==> config.mk <==
export PLATFORM = sky130hd
export DESIGN_NAME = disk_pwr_ctrl
export DESIGN_NICKNAME = d
export VERILOG_FILES = /design/src/rtl/disk_pwr_pkg.sv /design/src/rtl/pd_idle_qual.sv /design/src/rtl/pd_idle_timer.sv /design/src/rtl/pd_state_arb.sv /design/src/rtl/disk_pwr_ctrl.sv
export SDC_FILE = /design/constraint.sdc
export NUM_CORES = 1
export LEC_CHECK = 0
export BUFFER_PORTS_ARGS = -buffer_cell sky130_fd_sc_hd__buf_2
export CORE_MARGIN = 4
export CORE_UTILIZATION = 47
export DETAILED_ROUTE_END_ITERATION = 16
export GPL_ROUTABILITY_DRIVEN = 0
export PLACE_DENSITY = 0.69
export SETUP_SLACK_MARGIN = 0.15
export SYNTH_ARGS = -nofsm -noshare
export SYNTH_HDL_FRONTEND = slang
export SYNTH_SLANG_ARGS = --single-unit
export TNS_END_PERCENT = 20
==> constraint.sdc <==
create_clock -name clk_i -period 5.5 [get_ports clk_i]
set_clock_uncertainty 0.2 [all_clocks]
set_input_delay 1.375 -clock clk_i [delete_from_list [all_inputs] [get_ports clk_i]]
set_output_delay 1.375 -clock clk_i [all_outputs]
set_load 0.01 [all_outputs]
==> src/rtl/disk_pwr_pkg.sv <==
package disk_pwr_pkg;
  typedef enum logic [1:0] {
    SRC_NONE   = 2'd0,
    SRC_AUTO   = 2'd1,
    SRC_RATE   = 2'd2,
    SRC_DIRECT = 2'd3
  } pd_src_e;

  localparam logic [7:0] IDLE_STATUS = 8'h80;
endpackage

==> src/rtl/pd_idle_qual.sv <==
module pd_idle_qual
  import disk_pwr_pkg::*;
#(
  parameter int unsigned N_MOTOR = 4
) (
  input  logic               clk_i,
  input  logic               rst_ni,
  input  logic [N_MOTOR-1:0] motor_en_i,
  input  logic [7:0]         status_i,
  input  logic               irq_i,
  input  logic               head_unload_done_i,
  input  logic               status_rd_i,
  input  logic               data_acc_i,
  output logic               idle_ok_o,
  output logic               access_o,
  output logic               reload_o
);
  logic irq_q;
  logic status_idle;

  always_ff @(posedge clk_i or negedge rst_ni) begin
    if (!rst_ni) irq_q <= 1'b0;
    else         irq_q <= irq_i;
  end

  assign status_idle = (status_i == IDLE_STATUS);
  assign access_o    = status_rd_i | data_acc_i;
  // busy status or a new interrupt restarts the quiet period
  assign reload_o    = access_o | ~status_idle | (irq_i & ~irq_q);
  assign idle_ok_o   = ~(|motor_en_i) & status_idle & ~irq_i & head_unload_done_i;
endmodule

==> src/rtl/pd_idle_timer.sv <==
module pd_idle_timer #(
  parameter int unsigned LOAD  = 1250000,
  parameter int unsigned CNT_W = $clog2(LOAD + 1)
) (
  input  logic clk_i,
  input  logic rst_ni,
  input  logic en_i,
  input  logic reload_i,
  output logic zero_o
);
  localparam logic [CNT_W-1:0] LOAD_V = CNT_W'(LOAD);

  logic [CNT_W-1:0] cnt_q;

  // held at LOAD while disabled, so enabling starts a full count
  always_ff @(posedge clk_i or negedge rst_ni) begin
    if (!rst_ni)                cnt_q <= LOAD_V;
    else if (!en_i || reload_i) cnt_q <= LOAD_V;
    else if (cnt_q != '0)       cnt_q <= cnt_q - 1'b1;
  end

  assign zero_o = (cnt_q == '0);
endmodule

==> src/rtl/pd_state_arb.sv <==
module pd_state_arb
  import disk_pwr_pkg::*;
(
  input  logic    clk_i,
  input  logic    rst_ni,
  input  logic    direct_pd_i,
  input  logic    rate_pd_i,
  input  logic    auto_en_i,
  input  logic    zero_i,
  input  logic    idle_ok_i,
  input  logic    access_i,
  output pd_src_e src_o
);
  logic    auto_q;
  pd_src_e st_d, st_q;

  always_ff @(posedge clk_i or negedge rst_ni) begin
    if (!rst_ni) auto_q <= 1'b0;
    else         auto_q <= auto_en_i & zero_i & idle_ok_i & ~access_i;
  end

  // direct > data-rate > auto; auto_q keeps running under the overrides
  always_comb begin
    if (direct_pd_i)    st_d = SRC_DIRECT;
    else if (rate_pd_i) st_d = SRC_RATE;
    else if (auto_q)    st_d = SRC_AUTO;
    else                st_d = SRC_NONE;
  end

  always_ff @(posedge clk_i or negedge rst_ni) begin
    if (!rst_ni) st_q <= SRC_NONE;
    else         st_q <= st_d;
  end

  assign src_o = st_q;
endmodule

==> src/rtl/disk_pwr_ctrl.sv <==
module disk_pwr_ctrl
  import disk_pwr_pkg::*;
#(
  parameter int unsigned N_MOTOR = 4,
  parameter int unsigned CLK_KHZ = 125000,
  parameter int unsigned IDLE_MS = 10
) (
  input  logic               clk_i,
  input  logic               rst_ni,
  input  logic               direct_pd_i,
  input  logic               auto_en_i,
  input  logic               rate_pd_i,
  input  logic [N_MOTOR-1:0] motor_en_i,
  input  logic [7:0]         status_i,
  input  logic               irq_i,
  input  logic               head_unload_done_i,
  input  logic               status_rd_i,
  input  logic               data_acc_i,
  output logic               pd_o,
  output logic [1:0]         pd_src_o
);
  localparam int unsigned LOAD  = CLK_KHZ * IDLE_MS;
  localparam int unsigned CNT_W = $clog2(LOAD + 1);

  logic    idle_ok, access, reload, zero;
  pd_src_e src;

  pd_idle_qual #(.N_MOTOR(N_MOTOR)) u_qual (
    .clk_i              (clk_i),
    .rst_ni             (rst_ni),
    .motor_en_i         (motor_en_i),
    .status_i           (status_i),
    .irq_i              (irq_i),
    .head_unload_done_i (head_unload_done_i),
    .status_rd_i        (status_rd_i),
    .data_acc_i         (data_acc_i),
    .idle_ok_o          (idle_ok),
    .access_o           (access),
    .reload_o           (reload)
  );

  pd_idle_timer #(.LOAD(LOAD), .CNT_W(CNT_W)) u_timer (
    .clk_i    (clk_i),
    .rst_ni   (rst_ni),
    .en_i     (auto_en_i),
    .reload_i (reload),
    .zero_o   (zero)
  );

  pd_state_arb u_arb (
    .clk_i       (clk_i),
    .rst_ni      (rst_ni),
    .direct_pd_i (direct_pd_i),
    .rate_pd_i   (rate_pd_i),
    .auto_en_i   (auto_en_i),
    .zero_i      (zero),
    .idle_ok_i   (idle_ok),
    .access_i    (access),
    .src_o       (src)
  );

  assign pd_src_o = src;
  assign pd_o     = (src != SRC_NONE);
endmodule

Word-level counts from Yosys, hierarchy flattened
Index checks and enable logic that the tools add are counted.
{"block": "totals", "regBits": 25, "in_bits": 21, "out_inout_bits": 3, "elab_cells": 33}
{"block": "op_classes", "n_addsub": 1, "n_eq_ne": 1, "mux": 5, "bitwise": 15, "n_reduce_logical": 7}
{"op": "21-bit two-way mux", "count": 2}
{"op": "21-bit zero test", "count": 1}
{"op": "21-bit nonzero test", "count": 1}
{"op": "21-bit by 1-bit subtractor with 21-bit output (second input constant)", "count": 1}
{"op": "8-bit equality test (second input constant)", "count": 1}
{"op": "1-bit bitwise AND", "count": 7}
{"op": "1-bit inverter", "count": 5}
{"op": "2-bit two-way mux", "count": 2}
{"op": "2-bit nonzero test", "count": 2}
{"op": "4-bit OR reduction", "count": 1}
{"op": "1-bit OR", "count": 3}
{"op": "1-bit zero test", "count": 1}
{"op": "1-bit logical OR", "count": 1}
{"op": "1-bit two-way mux", "count": 1}

Longest topological paths before layout
{"block": "depth", "word_depth": 7, "mapped_depth": 8}

Cells and area by module
Synthesis repeated with hierarchy kept, for this count alone.
{"block": "unflattened", "hier_cells": 136, "hier_area_um2": 1400.1}
{"module": "pd_idle_timer", "instances": 1, "cells_per_inst": 118, "area_per_inst_um2": 1197.4}
{"module": "pd_state_arb", "instances": 1, "cells_per_inst": 7, "area_per_inst_um2": 102.6}
{"module": "pd_idle_qual", "instances": 1, "cells_per_inst": 10, "area_per_inst_um2": 93.8}
{"module": "disk_pwr_ctrl", "instances": 1, "cells_per_inst": 1, "area_per_inst_um2": 6.3}

Least setup slack after synthesis
OpenSTA, ideal clock, no wires.
{"block": "synth_timing", "path_kind": "in2reg", "start": "in status_i[0]", "end": "reg u_timer.cnt_q[2]", "arrival_ns": 2.325, "t_required_ns": 5.233, "path_slack_ns": 2.908, "cell_stages": 4, "n_path_buf": 0, "cell_sequence": "nor4b_1 nand4_1 a21oi_1 and2_1"}
{"block": "synth_via", "elab_chain_len": 6, "word_cells_on_any_way": 7}
{"item": "from (decl)", "line_no": "disk_pwr_ctrl.sv:14", "source": "input logic [7:0] status_i,"}
{"item": "8-bit equality test *", "line_no": "pd_idle_qual.sv:26", "source": "assign status_idle = (status_i == IDLE_STATUS);"}
{"item": "1-bit inverter *", "line_no": "pd_idle_qual.sv:29", "source": "assign reload_o = access_o | ~status_idle | (irq_i & ~irq_q);"}
{"item": "1-bit OR * (2 in a row)", "line_no": "pd_idle_qual.sv:29"}
{"item": "1-bit logical OR *", "line_no": "pd_idle_timer.sv:18", "source": "else if (!en_i || reload_i) cnt_q <= LOAD_V;"}
{"item": "21-bit two-way mux or 2-bit nonzero test (tied branches)"}
{"item": "to (signal assigned)", "line_no": "pd_idle_timer.sv:19", "source": "else if (cnt_q != '0) cnt_q <= cnt_q - 1'b1;"}
{"item": "to (decl)", "line_no": "pd_idle_timer.sv:13", "source": "logic [CNT_W-1:0] cnt_q;"}
Every way passes the cells marked *; elsewhere a longest branch is shown, timed or not.
A chain may end at the register's enable or synchronous reset.

Final worst setup path
{"block": "layout_timing", "start": "reg u_arb.st_q[1], in the netlist u_arb.src_o[1]", "end": "out pd_o"}
{"block": "layout_via", "elab_chain_len": 1}
{"item": "from (decl)", "line_no": "pd_state_arb.sv:15", "source": "pd_src_e st_d, st_q;"}
{"item": "from (signal assigned)", "line_no": "pd_state_arb.sv:32", "source": "else st_q <= st_d;"}
{"item": "2-bit nonzero test", "line_no": "disk_pwr_ctrl.sv:63", "source": "assign pd_o = (src != SRC_NONE);"}
{"item": "to (decl)", "line_no": "disk_pwr_ctrl.sv:19", "source": "output logic pd_o,"}
No other way between the ends.

==> flow_summary_export.csv <==
group,metric,value,unit
timing,finalHoldViolCount,0,
min_path,min_path_type,"register to register",
synthesis,yosysTopAreaCell,"dfrtp_1",
synthesis,yosysWarningCount,0,
timing,fin_crit,2.70,ns
placement,port_buffers,23,
timing,max_slew_margin,62.5,%
clocking,cts_sinks,25,
synthesis,syn_nets,160,
synthesis,synth_area,1380,µm²
routing,routedWlPerCell,13.9,µm
power,p_clk_share,29.3,%
clocking,clk_pin_slew,0.13,ns
cells_and_area,drive_gt1_share,28.7,%
power,total_power,0.283,mW
floorplanning,core-area,2780,µm²
global_routing,grt_usage,14.9,%
synthesis,yosys_register_bits,25,
clocking,root_buffer,"clkbuf_4",
routing,drc,0,
synthesis,avgSynthCellArea,10.1,µm²
power,p_sw,0.0631,mW
floorplanning,pin_count,24,
routing,ant_nets,0,
synthesis,synth.distinct_cells,37,
timing,whs,0.260,ns
setup_path,worstPathRequired,3.92,ns
timing,rsz0062_at_grt,"false",
clocking,ctsResizeCount,0,
cells_and_area,area_growth,10.9,%
floorplanning,start_util,49.7,%
placement,dpl.hpwl,1.99,mm
floorplanning,dieHeight,62.2,µm
power,ir_drop,0.128,mV
floorplanning,dieWidth,62.2,µm
cells_and_area,layout_commonest_cell,"buf_2",
power,p_seq_share,65.7,%
global_routing,grt_pass1_vias,1092,
clocking,tritoncts,"yes",
floorplanning,die-area,3870,µm²
synthesis,netlist.area_leader.share,30.8,%
power,p_int,0.220,mW
power,swShare,22.3,%
global_routing,grt_max_degree,26,
power,p_per_area,185,nW/µm²
setup_path,start_kind,"register",
job,drv_cap,0,
setup_path,cp_data_arrival_time,1.13,ns
global_routing,grt_antenna_before_repair,0,
timing,finalSetupTns,0,ns
clocking,cts-hold-fix-buffers,0,
timing,fmax,370,MHz
cells_and_area,fillers,250,
clocking,htree_levels,1,
power,power_leakage,0.626,nW
global_routing,grt_pass1_wl,4.71,mm
status,status,"completed",
synthesis,syn_inst,137,
clocking,clkLatencyLatePin,0.33,ns
cells_and_area,layout.nets,184,
cells_and_area,finalCoreUtilization,55.1,%
synthesis,yosysSeqAreaShare,46.0,%
timing,maxSlewViolCount,0,
placement,place_area,1500,µm²
cells_and_area,fin_area,1530,µm²
clocking,cts_inserted_buffers,3,
setup_path,critPathCaptureType,"output port",
setup_path,cp_max_fo,2,
routing,drt_iter0_markers,30,
global_routing,grt_overflow,0,
floorplanning,placementRows,19,
timing,setup_viol,0,
routing,wl,2.66,mm
clocking,post-cts-setup-buffers,0,
cells_and_area,mostFrequentLayoutCells,"23 x buf_2, 18 x nor2_1, 17 x dfrtp_1",
routing,firstDrtPassIters,4,
cells_and_area,antenna_cells,0,
routing,vias,1057,
clocking,clockBufferDepth,2,
synthesis,synth.area.top_cells,"dfrtp_1 31%, dfstp_2 15%, xor2_1 5.7%",
setup_path,worstSetupPathType,"register to output port",
routing,vias_per_cell,5.53,
timing,worstMarginPinSlew,0.563,ns
timing,period_share,49.1,%
power,power_frac_comb,5.1,%
## per-layer routing
metal	up-vias	global-route usage, %	wire (µm)	part of all wire, %
met4	0	6.50	53	2.0
met2	24	24.9	1220	46
met1	495	18.4	1280	48
met3	5	3.06	107	4.0
met5	-	0	0	0
li1	533	-	-	-
## registers in the layout, summed over array words and instances, names as in the netlist
signal,cells
u_qual.irq_q,1
u_arb.auto_q,1
u_timer.cnt_q,21
u_arb.src_o,2
## synthesized netlist by cell type (all sizes together)
cell    number
o31ai        1
nor3         5
nand3        7
xnor2        4
inv          4
a21boi       1
ha           2
clkbuf       1
nor4b        1
and2         2
a211oi       2
a21o         2
nand4b       2
o21ai        4
or3b         1
nor4         7
nand3b       4
and3         1
nor2        18
dfstp        8
xor2         9
buf          3
or4          5
nand4        1
a211o        1
nand2        8
nand2b       2
a21oi        6
dfrtp       17
or3          5
or2          3
## worst paths after layout
path	from	to	slack, ns	depth (start not counted)
hold / removal	u_arb.auto_q	u_arb.src_o[0]	0.26	1
setup reg to reg	u_timer.cnt_q[5]	u_timer.cnt_q[19]	2.99	5
min in group asynchronous	rst_ni	u_timer.cnt_q[13]	0.80	1
max in group asynchronous	rst_ni	u_timer.cnt_q[7]	3.92	1
hold reg to reg	u_arb.auto_q	u_arb.src_o[0]	0.26	1
setup / recovery	u_arb.src_o[1]	pd_o	2.80	2
## power groups by stage
stage                     registers [mW]  logic [mW]  clock network, mW
after detailed placement           0.189      0.0149                  0
after global routing               0.186      0.0164             0.0960
after CTS                          0.186      0.0149             0.0873
final                              0.186      0.0143             0.0827
after floorplan                    0.189     0.00227                  0
after global placement             0.189      0.0142                  0
## cell type report
type,count,area (µm²),area share [%]
tap,31,38.8,2.53
timing repair buffer,23,115,7.52
inverter,4,15.0,0.980
sequential,25,636,41.5
multi-input combinational,104,699,45.7
clock buffer,3,22.5,1.47
clock inverter,1,5.00,0.327
## worst max-delay path: stages, from the launching register on
cell and delay, ns:
dfrtp_1 0.39, or2_2 0.28, buf_2 0.14
## through the flow
stage	setup slack [ns]	instances
2_1_floorplan	2.91	137
3_3_place_gp	2.64	187
3_5_place_dp	2.59	187
4_1_cts	2.78	191
5_1_grt	2.72	191
6_report	2.80	191
## logic make-up after synthesis
kind of cell,Yosys count,share of synthesized area [%]
AO/OA/AOI/OAI,17,7.52
XOR/XNOR,13,8.24
adder cells (fa/ha/maj),2,1.81
buffers and inverters,8,3.35
flip-flops,25,46.0
AND/OR/NAND/NOR,72,33.1
(Power assumes the default switching activity.)
